File: src/rtl/qdma_pkg.sv
// Package: address map and shared types of the quick-channel controller.
// Assumes a 16-bit byte address space and 32-bit register words.
package qdma_pkg;
    localparam int ADDR_W = 16;
    localparam int DATA_W = 32;
    localparam int SLOT_W = 9;
    localparam int WORD_W = 3;

    localparam logic [ADDR_W-1:0] OFS_MAP_BASE  = 16'h0200;
    localparam logic [ADDR_W-1:0] OFS_MISS_STAT = 16'h0310;
    localparam logic [ADDR_W-1:0] OFS_MISS_CLR  = 16'h0314;
    localparam logic [ADDR_W-1:0] OFS_PEND_LO   = 16'h1068;
    localparam logic [ADDR_W-1:0] OFS_PEND_HI   = 16'h106C;
    localparam logic [ADDR_W-1:0] OFS_PCLR_LO   = 16'h1070;
    localparam logic [ADDR_W-1:0] OFS_PCLR_HI   = 16'h1074;
    localparam logic [ADDR_W-1:0] OFS_EN_STAT   = 16'h1080;
    localparam logic [ADDR_W-1:0] OFS_EN_CLR    = 16'h1088;
    localparam logic [ADDR_W-1:0] OFS_EN_SET    = 16'h108C;
    localparam logic [ADDR_W-1:0] OFS_SEC_STAT  = 16'h1090;
    localparam logic [ADDR_W-1:0] OFS_SEC_CLR   = 16'h1094;

    // Slot window: top two address bits 01 select 0x4000..0x7FFF.
    localparam logic [1:0] SLOT_WIN_TAG = 2'b01;

    // One channel's mapping: the watched slot and word, plus a valid flag.
    typedef struct packed {
        logic              vld;
        logic [SLOT_W-1:0] slot;
        logic [WORD_W-1:0] word;
    } chmap_t;
endpackage

File: src/rtl/qdma_reg_decode.sv
// Module: turns a register write into per-function strobes and trigger info.
// Assumes word-aligned accesses; misaligned writes decode to nothing.
module qdma_reg_decode
    import qdma_pkg::*;
#(
    parameter int NCH = 8
) (
    input  logic              reg_wr,
    input  logic [ADDR_W-1:0] reg_addr,
    output logic [NCH-1:0]    map_wr,
    output logic              en_set,
    output logic              en_clr,
    output logic              sec_clr,
    output logic              miss_clr,
    output logic              pclr_lo,
    output logic              pclr_hi,
    output logic              trig_wr,
    output logic [SLOT_W-1:0] trig_slot,
    output logic [WORD_W-1:0] trig_word
);
    // Per-channel map write strobes at MAP_BASE + 4*ch.
    for (genvar ch = 0; ch < NCH; ch++) begin : g_map
        assign map_wr[ch] = reg_wr && (reg_addr == OFS_MAP_BASE + ADDR_W'(4 * ch));
    end

    // Control register write strobes.
    assign en_set   = reg_wr && (reg_addr == OFS_EN_SET);
    assign en_clr   = reg_wr && (reg_addr == OFS_EN_CLR);
    assign sec_clr  = reg_wr && (reg_addr == OFS_SEC_CLR);
    assign miss_clr = reg_wr && (reg_addr == OFS_MISS_CLR);
    assign pclr_lo  = reg_wr && (reg_addr == OFS_PCLR_LO);
    assign pclr_hi  = reg_wr && (reg_addr == OFS_PCLR_HI);

    // Snoop of writes into the parameter-slot window.
    assign trig_wr   = reg_wr && (reg_addr[ADDR_W-1 -: 2] == SLOT_WIN_TAG)
                       && (reg_addr[1:0] == 2'b00);
    assign trig_slot = reg_addr[WORD_W+2 +: SLOT_W];
    assign trig_word = reg_addr[2 +: WORD_W];
endmodule

File: src/rtl/qdma_chan_slice.sv
// Module: state of one quick channel (map, enable, secondary, missed, event).
// Assumes the decoder's strobes are one-hot per write; a completion is
// applied before a trigger in the same cycle.
module qdma_chan_slice
    import qdma_pkg::*;
#(
    parameter int NCH = 8,
    parameter int IDX = 0,
    localparam int CH_W = $clog2(NCH)
) (
    input  logic              clk,
    input  logic              rst_n,
    input  logic              map_wr,
    input  logic [13:2]       map_wdata,
    input  logic              wbit,
    input  logic              en_set,
    input  logic              en_clr,
    input  logic              sec_clr,
    input  logic              miss_clr,
    input  logic              trig_wr,
    input  logic [SLOT_W-1:0] trig_slot,
    input  logic [WORD_W-1:0] trig_word,
    input  logic              cmpl_valid,
    input  logic [CH_W-1:0]   cmpl_chan,
    output logic [DATA_W-1:0] map_rd,
    output logic              en_q,
    output logic              sec_q,
    output logic              miss_q,
    output logic              evt_q
);
    chmap_t map_q;
    logic   hit, done, sec_eff, fire, miss_set;

    // Trigger and completion qualification.
    always_comb begin
        hit      = trig_wr && map_q.vld && (map_q.slot == trig_slot)
                   && (map_q.word == trig_word);
        done     = cmpl_valid && (cmpl_chan == CH_W'(IDX));
        sec_eff  = sec_q && !done;
        fire     = hit && en_q && !sec_eff;
        miss_set = hit && en_q && sec_eff;
    end

    // Channel map register; an all-zero field write unmaps.
    always_ff @(posedge clk) begin
        if (!rst_n) begin
            map_q <= '0;
        end else if (map_wr) begin
            map_q.slot <= map_wdata[13:5];
            map_q.word <= map_wdata[4:2];
            map_q.vld  <= |map_wdata;
        end
    end

    // Enable, secondary, missed bits and the registered event pulse.
    always_ff @(posedge clk) begin
        if (!rst_n) begin
            en_q   <= 1'b0;
            sec_q  <= 1'b0;
            miss_q <= 1'b0;
            evt_q  <= 1'b0;
        end else begin
            if (en_set && wbit)      en_q <= 1'b1;
            else if (en_clr && wbit) en_q <= 1'b0;
            sec_q  <= fire || (sec_eff && !(sec_clr && wbit));
            miss_q <= miss_set || (miss_q && !(miss_clr && wbit));
            evt_q  <= fire;
        end
    end

    assign map_rd = DATA_W'({map_q.slot, map_q.word, 2'b00});
endmodule

File: src/rtl/qdma_pend_bank.sv
// Module: completion pending bits, set by code and cleared by write-one.
// Assumes 2^CODE_W pending bits split into two halves of DATA_W bits.
module qdma_pend_bank
    import qdma_pkg::*;
#(
    parameter int CODE_W = 6,
    localparam int NPEND = 1 << CODE_W,
    localparam int HALF  = NPEND / 2
) (
    input  logic              clk,
    input  logic              rst_n,
    input  logic              set_vld,
    input  logic [CODE_W-1:0] set_code,
    input  logic              clr_lo,
    input  logic              clr_hi,
    input  logic [HALF-1:0]   clr_mask,
    output logic [NPEND-1:0]  pend_q
);
    logic [NPEND-1:0] set_vec, clr_vec;

    // Decode the completion code and the clear masks.
    always_comb begin
        set_vec = set_vld ? (NPEND'(1) << set_code) : '0;
        clr_vec = {clr_hi ? clr_mask : '0, clr_lo ? clr_mask : '0};
    end

    // Pending register: a set in the same cycle beats a clear.
    always_ff @(posedge clk) begin
        if (!rst_n) pend_q <= '0;
        else        pend_q <= set_vec | (pend_q & ~clr_vec);
    end
endmodule

File: src/rtl/qdma_trigger_ctrl.sv
// Module: top of the quick-channel trigger and completion controller.
// Assumes NCH <= 32 and 2^CODE_W == 2 * 32 so each status fits one word.
module qdma_trigger_ctrl
    import qdma_pkg::*;
#(
    parameter int NCH    = 8,
    parameter int CODE_W = 6,
    localparam int CH_W  = $clog2(NCH),
    localparam int NPEND = 1 << CODE_W
) (
    input  logic              clk,
    input  logic              rst_n,
    input  logic              reg_wr,
    input  logic [15:0]       reg_addr,
    input  logic [31:0]       reg_wdata,
    output logic [31:0]       reg_rdata,
    input  logic              cmpl_valid,
    input  logic [CH_W-1:0]   cmpl_chan,
    input  logic [CODE_W-1:0] cmpl_code,
    output logic [NCH-1:0]    evt_vec
);
    logic [NCH-1:0]    map_wr, en_vec, sec_vec, miss_vec;
    logic [DATA_W-1:0] map_rd [NCH];
    logic              en_set, en_clr, sec_clr, miss_clr, pclr_lo, pclr_hi, trig_wr;
    logic [SLOT_W-1:0] trig_slot;
    logic [WORD_W-1:0] trig_word;
    logic [NPEND-1:0]  pend_vec;

    qdma_reg_decode #(.NCH(NCH)) u_dec (
        .reg_wr(reg_wr), .reg_addr(reg_addr), .map_wr(map_wr),
        .en_set(en_set), .en_clr(en_clr), .sec_clr(sec_clr), .miss_clr(miss_clr),
        .pclr_lo(pclr_lo), .pclr_hi(pclr_hi), .trig_wr(trig_wr),
        .trig_slot(trig_slot), .trig_word(trig_word)
    );

    for (genvar ch = 0; ch < NCH; ch++) begin : g_ch
        qdma_chan_slice #(.NCH(NCH), .IDX(ch)) u_slice (
            .clk(clk), .rst_n(rst_n), .map_wr(map_wr[ch]),
            .map_wdata(reg_wdata[13:2]), .wbit(reg_wdata[ch]),
            .en_set(en_set), .en_clr(en_clr), .sec_clr(sec_clr), .miss_clr(miss_clr),
            .trig_wr(trig_wr), .trig_slot(trig_slot), .trig_word(trig_word),
            .cmpl_valid(cmpl_valid), .cmpl_chan(cmpl_chan),
            .map_rd(map_rd[ch]), .en_q(en_vec[ch]), .sec_q(sec_vec[ch]),
            .miss_q(miss_vec[ch]), .evt_q(evt_vec[ch])
        );
    end

    qdma_pend_bank #(.CODE_W(CODE_W)) u_pend (
        .clk(clk), .rst_n(rst_n), .set_vld(cmpl_valid), .set_code(cmpl_code),
        .clr_lo(pclr_lo), .clr_hi(pclr_hi), .clr_mask(reg_wdata[NPEND/2-1:0]),
        .pend_q(pend_vec)
    );

    // Read multiplexer; set/clear registers and unknown addresses read zero.
    always_comb begin
        reg_rdata = '0;
        case (reg_addr)
            OFS_PEND_LO:   reg_rdata = pend_vec[NPEND/2-1:0];
            OFS_PEND_HI:   reg_rdata = pend_vec[NPEND-1:NPEND/2];
            OFS_EN_STAT:   reg_rdata = DATA_W'(en_vec);
            OFS_SEC_STAT:  reg_rdata = DATA_W'(sec_vec);
            OFS_MISS_STAT: reg_rdata = DATA_W'(miss_vec);
            default: begin
                for (int ch = 0; ch < NCH; ch++) begin
                    if (reg_addr == OFS_MAP_BASE + ADDR_W'(4 * ch)) reg_rdata = map_rd[ch];
                end
            end
        endcase
    end
endmodule

File: config.mk
export PLATFORM = sky130hd
export DESIGN_NAME = qdma_trigger_ctrl
export DESIGN_NICKNAME = d
export VERILOG_FILES = /design/src/rtl/qdma_pkg.sv /design/src/rtl/qdma_reg_decode.sv /design/src/rtl/qdma_chan_slice.sv /design/src/rtl/qdma_pend_bank.sv /design/src/rtl/qdma_trigger_ctrl.sv
export SDC_FILE = /design/constraint.sdc
export NUM_CORES = 1
export LEC_CHECK = 0
export BUFFER_PORTS_ARGS = -buffer_cell sky130_fd_sc_hd__buf_4
export CAP_MARGIN = 10
export CORE_UTILIZATION = 25
export DETAILED_ROUTE_END_ITERATION = 8
export GPL_TIMING_DRIVEN = 0
export SYNTH_ARGS = -nofsm -noshare
export SYNTH_HDL_FRONTEND = slang
export SYNTH_SLANG_ARGS = --single-unit
File: constraint.sdc
create_clock -name clk -period 3.05 [get_ports clk]
set_clock_uncertainty 0.1 [all_clocks]
set_input_delay 0.305 -clock clk [delete_from_list [all_inputs] [get_ports clk]]
set_output_delay 0.305 -clock clk [all_outputs]
set_load 0.01 [all_outputs]
==> summary.json, run 1 <==
{
  "hold_path": {
    "worst_hold_path_type": "in2reg",
    "min_delay_path_depth": 3,
    "holdPathEnd": "g_ch[1].u_slice.en_q",
    "min-delay-start": "reg_wdata[1]"
  },
  "worst_setup_path": {
    "rr_endpoint": "g_ch[4].u_slice.evt_q",
    "slowest_stage_cell_on_the_critical_path": "sky130_fd_sc_hd__or4_4",
    "longest_individual_stage_delay_on_the_worst_path_ns": 0.65,
    "critPathRequiredTime_ns": 2.64,
    "timing.critical_path.from_type": "primary input",
    "timing_worst_setup_path_type": "in2out",
    "crit_arrival_ns": 2.67,
    "cp_top_family": "simple AND/OR/NAND/NOR gates",
    "worst_r2r_path_depth": 4,
    "ff2ff_setup_slack_ns": 1.07,
    "worst-path-max-fanout": 10,
    "rr_startpoint": "g_ch[4].u_slice.map_rd[13]",
    "crit_buf_inv": 3,
    "setup.worst_path.end_class": "output pin",
    "crit_path_cell_trace": "buf_12 -> or4b_4 -> or4_4 -> buf_8 -> a21oi_4 -> o211ai_1 -> nand3_1 -> buf_6"
  },
  "clocking": {
    "clkLatencyLatePin_ns": 0.46,
    "clockRootBuffer": "sky130_fd_sc_hd__clkbuf_16",
    "cts_sinks": 200,
    "cts_buffer_depth": 2,
    "postCtsHoldBufs": 0,
    "clkSlewWorstSetupHoldPaths_ns": 0.08,
    "cts_max_level": 4,
    "cts_tree": "done",
    "cts-buffers-inserted": 17
  },
  "synthesis": {
    "post_synthesis_sequential_area_ratio": 0.3750,
    "avgSynthCellArea_um2": 8.071,
    "ys_ff_latch": 200,
    "yosys_warns": 0,
    "postSynthCellCount": 1323,
    "number_of_flops_mapped_to_enable_cells_by_yosys": 0,
    "async_flop_share": 0,
    "synthesized_area_um2": 10680,
    "synth_fp_nets": 1384,
    "synth-main-ff-cell": "sky130_fd_sc_hd__dfxtp_1",
    "synthDistinctLibCells": 62
  },
  "floorplan": {
    "die_outline_area_um2": 43540,
    "io-pin-count": 101,
    "rows": 75,
    "initial_core_util": 0.2540,
    "floorplan.die.height_um": 208.7,
    "fp.coreArea_um2": 42040,
    "die_w_um": 208.7
  },
  "cells_and_area": {
    "nNetsFinal": 1516,
    "final.fill_count": 4471,
    "register_area_um2": 4004,
    "layout.cells.most_common": "sky130_fd_sc_hd__dfxtp_1",
    "flow.area_growth_from_synthesis_pct": 22.42,
    "layout-drive-gt1-share": 0.1683,
    "diodes": 0,
    "total_area_of_multi_input_combinational_cells_um2": 6274,
    "layout_common_cells": "sky130_fd_sc_hd__dfxtp_1 (200), sky130_fd_sc_hd__nand2_1 (180), sky130_fd_sc_hd__nor2_1 (140)"
  },
  "route": {
    "drc": 0,
    "totalWireLength_mm": 46.65,
    "postRouteAntennaNets": 0,
    "detailedRoute.firstIterationViolations": 1164,
    "vias_per_cell": 5.528,
    "m1WireLength_mm": 20.08,
    "wl_met3_mm": 3.812,
    "route.met2.wl_mm": 20.66,
    "route.top_layer_used": "met4",
    "drt_pre_antenna_iters": 7,
    "routed_wire_length_per_instance_um": 23.24,
    "num_vias": 11100
  },
  "timing": {
    "final-max-slew-violation-count": 0,
    "worstMarginPinSlew_ns": 1.026,
    "setup_viol": 2,
    "final.hold.worst_slack_ns": 0.02606,
    "finalHoldViolCount": 0,
    "max_slew_margin": 0.3161,
    "finalSetupTns_ns": -0.03391,
    "timing.fmax_mhz": 325.4,
    "min_period_ns": 3.073,
    "timing.final.ws_setup_ns": -0.02336,
    "period_share": 1.008
  },
  "outcome": {
    "status": "finished with violations",
    "violated_checks": "setup timing"
  },
  "job": {
    "max_cap_viols": 0
  },
  "pwr": {
    "leakage_uw": 0.004568,
    "cell_internal_pwr_uw": 3858,
    "p_clk_frac": 0.416,
    "netSwitchingPower_uw": 1558,
    "ir_worst_vdd_uv": 259.7,
    "p_comb_frac": 0.101,
    "power.sequential.fraction": 0.483,
    "power.share.switching": 0.2877,
    "power_density_nw_per_um2": 414.3
  },
  "placement": {
    "place_worst_setup_slack_ns": -0.9694,
    "quantity_of_i_o_buffers_inserted_on_ports": 90,
    "detailedPlacementHpwl_mm": 34.50,
    "gp_congestion": 0.9678
  },
  "global_routing": {
    "grt_max_degree": 20,
    "grt_first_pass_wirelength_mm": 68.50,
    "number_of_global_route_vias_before_repair": 10570,
    "grt_antenna_before_repair": 0,
    "grt_remaining_overflow": 0,
    "grt_use_total": 0.2106
  }
}
## how the worst max path moves through the flow
stage,slack (ns),endpoint,depth (start not counted),start
after floorplan,0.13,reg_rdata[14],8,reg_addr[10]
after global placement,-1.50,reg_rdata[2],8,reg_addr[10]
after detailed placement,-0.97,reg_rdata[2],9,reg_addr[2]
after CTS,-0.06,reg_rdata[2],8,reg_addr[4]
after global routing,-0.02,reg_rdata[7],8,reg_addr[13]
final,-0.02,reg_rdata[7],8,reg_addr[13]
## final cells by class
class,count,area share
Buffer,107,0.04642
Clock buffer,18,0.03283
Clock inverter,14,0.01043
Inverter,14,0.004020
Multi-Input combinational cell,998,0.4799
Sequential cell,200,0.3063
Tap cell,539,0.05159
Timing Repair Buffer,117,0.06844
## sequential cells by signal (all words and copies together), names as in the netlist
signal	count
g_ch.u_slice.map_rd	96
u_pend.pend_q	64
g_ch.u_slice.en_q	8
g_ch.u_slice.evt_q	8
g_ch.u_slice.map_q	8
g_ch.u_slice.miss_q	8
g_ch.u_slice.sec_q	8
## power groups by stage
stage               Sequential (uW)  Combinational [uW]  Clock [uW]
global route                   2620                 561        2390
floorplan                      2680                 261           0
finish                         2620                 545        2250
detailed placement             2680                 507           0
global placement               2680                 506           0
CTS                            2620                 521        2260
## layer usage
metal / GRT usage / vias to the layer above
met5: 0 / -
met4: 0.09229 / 0
met3: 0.03201 / 105
met2: 0.3303 / 596
met1: 0.2856 / 5498
li1: - / 4896
## worst reg2reg max path, cell delays in order (launching register included)
cell	delay (ns)
sky130_fd_sc_hd__dfxtp_1	0.37
sky130_fd_sc_hd__xor2_1	0.18
sky130_fd_sc_hd__nor4_1	0.78
sky130_fd_sc_hd__nand3_1	0.21
sky130_fd_sc_hd__nor2_1	0.25
## cell usage after synthesis, types with 4 or more instances
library cell	number	area, um^2
sky130_fd_sc_hd__buf_1	11	41.29
sky130_fd_sc_hd__mux2_2	7	78.83
sky130_fd_sc_hd__a21oi_1	92	460.4
sky130_fd_sc_hd__mux2i_1	41	410.4
sky130_fd_sc_hd__nor3_1	10	50.05
sky130_fd_sc_hd__nor4_1	16	100.1
sky130_fd_sc_hd__clkbuf_1	57	214.0
sky130_fd_sc_hd__and3_1	5	31.28
sky130_fd_sc_hd__a22o_1	23	201.4
sky130_fd_sc_hd__a21boi_0	64	480.5
sky130_fd_sc_hd__xor2_1	22	192.7
sky130_fd_sc_hd__a221o_1	6	60.06
sky130_fd_sc_hd__buf_2	28	140.1
sky130_fd_sc_hd__dfxtp_1	200	4004
sky130_fd_sc_hd__nor3b_1	4	30.03
sky130_fd_sc_hd__o21ai_0	51	255.2
sky130_fd_sc_hd__o2bb2ai_1	5	43.79
sky130_fd_sc_hd__a22oi_1	32	240.2
sky130_fd_sc_hd__o211ai_1	7	52.55
sky130_fd_sc_hd__nand2b_1	5	31.28
sky130_fd_sc_hd__o31a_1	4	35.03
sky130_fd_sc_hd__nand3_1	32	160.2
sky130_fd_sc_hd__or2_2	4	25.02
sky130_fd_sc_hd__xnor2_1	74	648.1
sky130_fd_sc_hd__nand2_1	180	675.7
sky130_fd_sc_hd__nor2b_1	13	81.33
sky130_fd_sc_hd__nand4_1	28	175.2
sky130_fd_sc_hd__o311ai_0	5	43.79
sky130_fd_sc_hd__buf_4	10	75.07
sky130_fd_sc_hd__inv_1	13	48.80
sky130_fd_sc_hd__and2_1	5	31.28
sky130_fd_sc_hd__o21a_1	71	533.0
sky130_fd_sc_hd__buf_6	5	56.30
sky130_fd_sc_hd__nor2_1	141	529.3
## per-stage QoR
step,total power (uW),cells,utilization,cell area (um^2)
final,5416,2007,0.3109,13070
after global routing,5574,2007,0.3109,13070
after CTS,5403,1998,0.3081,12950
after detailed placement,3186,1954,0.2866,12050
after global placement,3185,1952,0.2861,12030
after floorplan,2940,1323,-,10680
## kinds of logic (layout without fill, tap and decap cells)
| family | Yosys count | in the layout | share of synthesized area |
|---|---|---|---|
| simple gates | 470 | 470 | 0.2026 |
| buf+inv | 125 | 270 | 0.05425 |
| flops | 200 | 200 | 0.3750 |
| xor+xnor | 96 | 96 | 0.07874 |
| compound gates | 384 | 384 | 0.2436 |
| mux | 48 | 48 | 0.04582 |
## what timing repair did
action                     in CTS  in global routing
pin swaps                      10                 12
setup buffers                  14                 10
resized for setup              72                 18
setup endpoints to repair      32                 23
gates cloned                    1                  0
Power figures use the tool's default switching activity.
==> inputs of run 2 (changes only) <==
ABC_AREA = 1   (was unset)
CORE_MARGIN = 3   (was unset)
==> run 2 against run 1 <==
Compared with the run above:
- the run still ends with setup timing left
- critical path depth rose by 6
- global-route usage fell by 0.52 points
- flip-flop and latch count unchanged
- sequential power about the same
- synthesized cell count rose by 16%
- largest power group unchanged
==> summary.json, run 2 <==
{
  "timing": {
    "timing.final.ws_setup_ns": -0.05176,
    "timing.fmax_mhz": 322.4,
    "finalHoldViolCount": 0,
    "min_period_ns": 3.102,
    "setup_viol": 2,
    "rsz0062_at_grt": "yes",
    "max_slew_margin": 0.3745,
    "period_share": 1.017,
    "final-max-slew-violation-count": 0,
    "worstMarginPinSlew_ns": 0.9383
  },
  "global_routing": {
    "grt_antenna_before_repair": 0,
    "number_of_global_route_vias_before_repair": 11030,
    "grt_remaining_overflow": 0,
    "grt_max_degree": 22,
    "grt_first_pass_wirelength_mm": 68.66,
    "grt_use_total": 0.2055
  },
  "clocking": {
    "clkSlewWorstSetupHoldPaths_ns": 0.08,
    "cts_sinks": 200,
    "clockRootBuffer": "sky130_fd_sc_hd__clkbuf_16",
    "cts-buffers-inserted": 17,
    "cts_max_level": 4,
    "cts_tree": "done",
    "cts_buffer_depth": 2,
    "postCtsHoldBufs": 0,
    "clkLatencyLatePin_ns": 0.46
  },
  "synthesis": {
    "synth-main-ff-cell": "sky130_fd_sc_hd__dfxtp_1",
    "synth_simple_gate_area_share": 0.1982,
    "ys_top_cells_by_count": "sky130_fd_sc_hd__nand2_1 (233), sky130_fd_sc_hd__o21ai_0 (215), sky130_fd_sc_hd__a21oi_1 (207)",
    "yosys_warns": 0,
    "postSynthCellCount": 1539,
    "synthesized_area_um2": 10630,
    "synthDistinctLibCells": 45,
    "avgSynthCellArea_um2": 6.908,
    "main_combinational_cell_family_by_area_after_synthesis": "compound AO/OA/AOI/OAI gates",
    "synth.area.top_cells": "sky130_fd_sc_hd__dfxtp_1 (38%), sky130_fd_sc_hd__o21ai_0 (10%), sky130_fd_sc_hd__a21oi_1 (9.7%), sky130_fd_sc_hd__nand2_1 (8.2%), sky130_fd_sc_hd__inv_1 (7.0%)",
    "synth_compound_gate_area_share": 0.2707,
    "synth.largest_area_cell": "sky130_fd_sc_hd__dfxtp_1",
    "post_synthesis_sequential_area_ratio": 0.3766,
    "post_synth_fa_ha_maj_area_fraction": 0,
    "yosys-mux-area-fraction": 0,
    "synth_top_area_frac": 0.3766,
    "ys_ff_latch": 200,
    "number_of_flops_mapped_to_enable_cells_by_yosys": 0,
    "async_flop_share": 0,
    "synthXorXnorAreaFrac": 0.02554,
    "synth_fp_nets": 1600,
    "post-synth-top-count-cell": "sky130_fd_sc_hd__nand2_1"
  },
  "worst_setup_path": {
    "worst_r2r_path_depth": 6,
    "crit_path_cell_trace": "buf_4 -> clkbuf_4 -> nor2_1 -> nand2_2 -> inv_1 -> nand3_2 -> nand2_1 -> nor2_1 -> nand2_4 -> buf_8 -> nand3_1 -> nand2_1 -> inv_1 -> buf_4",
    "rr_endpoint": "g_ch[1].u_slice.miss_q",
    "crit_arrival_ns": 2.70,
    "rr_startpoint": "g_ch[1].u_slice.en_q",
    "ff2ff_setup_slack_ns": 0.91,
    "critPathRequiredTime_ns": 2.64,
    "critical_path.startpoint": "reg_addr[2]",
    "worst-path-max-fanout": 10,
    "longest_individual_stage_delay_on_the_worst_path_ns": 0.28,
    "slowest_stage_cell_on_the_critical_path": "sky130_fd_sc_hd__nand3_1",
    "timing.critical_path.from_type": "primary input",
    "timing_worst_setup_path_type": "in2out",
    "setup.worst_path.end_class": "output pin",
    "crit_path_to": "reg_rdata[11]"
  },
  "route": {
    "drc": 0,
    "detailedRoute.firstIterationViolations": 1278,
    "totalWireLength_mm": 47.52,
    "drt_pre_antenna_iters": 8,
    "postRouteAntennaNets": 0,
    "num_vias": 11550,
    "routed_wire_length_per_instance_um": 21.61,
    "vias_per_cell": 5.253
  },
  "cells_and_area": {
    "layout-drive-gt1-share": 0.1350,
    "register_area_um2": 4004,
    "layout.cells.most_common": "sky130_fd_sc_hd__nand2_1",
    "layout_common_cells": "sky130_fd_sc_hd__nand2_1 (232), sky130_fd_sc_hd__o21ai_0 (215), sky130_fd_sc_hd__a21oi_1 (207)",
    "finalNonFillerCells": 2199,
    "largest_register_ff_count": 96,
    "final.fill_count": 4481,
    "diodes": 0,
    "total_area_of_multi_input_combinational_cells_um2": 5308,
    "flow.area_growth_from_synthesis_pct": 19.67,
    "nNetsFinal": 1715
  },
  "pwr": {
    "ir_worst_vdd_uv": 387.4,
    "finalPower_uw": 5512,
    "leakage_uw": 0.004722,
    "power_density_nw_per_um2": 433.2
  },
  "hold_path": {
    "worst_hold_path_type": "in2reg"
  },
  "floorplan": {
    "initial_core_util": 0.2569,
    "die_outline_area_um2": 45040,
    "rows": 74,
    "fp.coreArea_um2": 41390,
    "floorplan.die.height_um": 212.2,
    "io-pin-count": 101,
    "die_w_um": 212.2
  },
  "placement": {
    "gp_congestion": 1.022,
    "place_worst_setup_slack_ns": -0.2273,
    "detailedPlacementHpwl_mm": 35.24,
    "placed_cells": 2163,
    "quantity_of_i_o_buffers_inserted_on_ports": 91
  },
  "job": {
    "max_cap_viols": 0
  },
  "outcome": {
    "violated_checks": "setup timing",
    "status": "finished with violations"
  }
}
[run 2: stage by stage]
step	hold slack, ns	instance area [um^2]	utilization	TNS (ns)
after detailed placement	0.3560	11990	0.2896	-0.7761
after global routing	0.01816	12720	0.3074	-0.05143
after CTS	0.01385	12670	0.3061	0
final	0.02150	12720	0.3074	-0.07532
after global placement	0.3497	11980	0.2895	-0.9071
after floorplan	0.3279	10630	-	0
[run 2: metal layers]
layer  vias up  GRT usage  share of wire
li1       5393          -              -
met1      5449     0.2604           0.41
met2       582     0.3337           0.46
met3       127    0.03763          0.077
met4         0     0.1078          0.052
met5         -          0              0
[run 2: area by class of cell]
cell class	instances	share of cell area
inverter	224	0.06737
timing repair buffer	96	0.05665
multi-input combinational	1017	0.4172
clock buffer	17	0.03344
sequential	200	0.3147
tap	532	0.05232
clock inverter	15	0.01642
buffer	98	0.04190
[run 2: power breakdown]
group	internal [uW]	switching, uW
sequential	2610	2.85
clock	1200	1220
combinational	123	353
[run 2: worst min-delay path by stage]
stage | from | endpoint | slack (ns) | cells past startpoint
floorplan | g_ch[7].u_slice.map_q[12] | g_ch[7].u_slice.map_q[12] | 0.33 | 2
global placement | g_ch[4].u_slice.map_q[12] | g_ch[4].u_slice.map_q[12] | 0.35 | 1
detailed placement | g_ch[5].u_slice.map_q[12] | g_ch[5].u_slice.map_q[12] | 0.36 | 2
CTS | reg_wdata[0] | g_ch[0].u_slice.en_q | 0.01 | 3
global route | reg_wdata[1] | g_ch[1].u_slice.en_q | 0.02 | 3
finish | reg_wdata[0] | g_ch[0].u_slice.en_q | 0.02 | 3
[run 2: logic make-up after synthesis]
kind of cell,count (synthesis)
AND/OR/NAND/NOR,455
buffers and inverters,322
AO/OA/AOI/OAI,531
flip-flops,200
XOR/XNOR,31
[run 2: what timing repair did]
| item | CTS | global route |
|---|---|---|
| buffers inserted | 3 | 1 |
| hold endpoints to repair | 0 | 0 |
| pin swaps | 2 | 1 |
| endpoints found under the setup margin | 7 | 10 |
| gates resized for setup | 7 | 12 |
[run 2: worst max-delay path: cells and delay by family]
family	cells	cell delay, ns
buffers and inverters	6	0.94
AND/OR/NAND/NOR	8	1.43
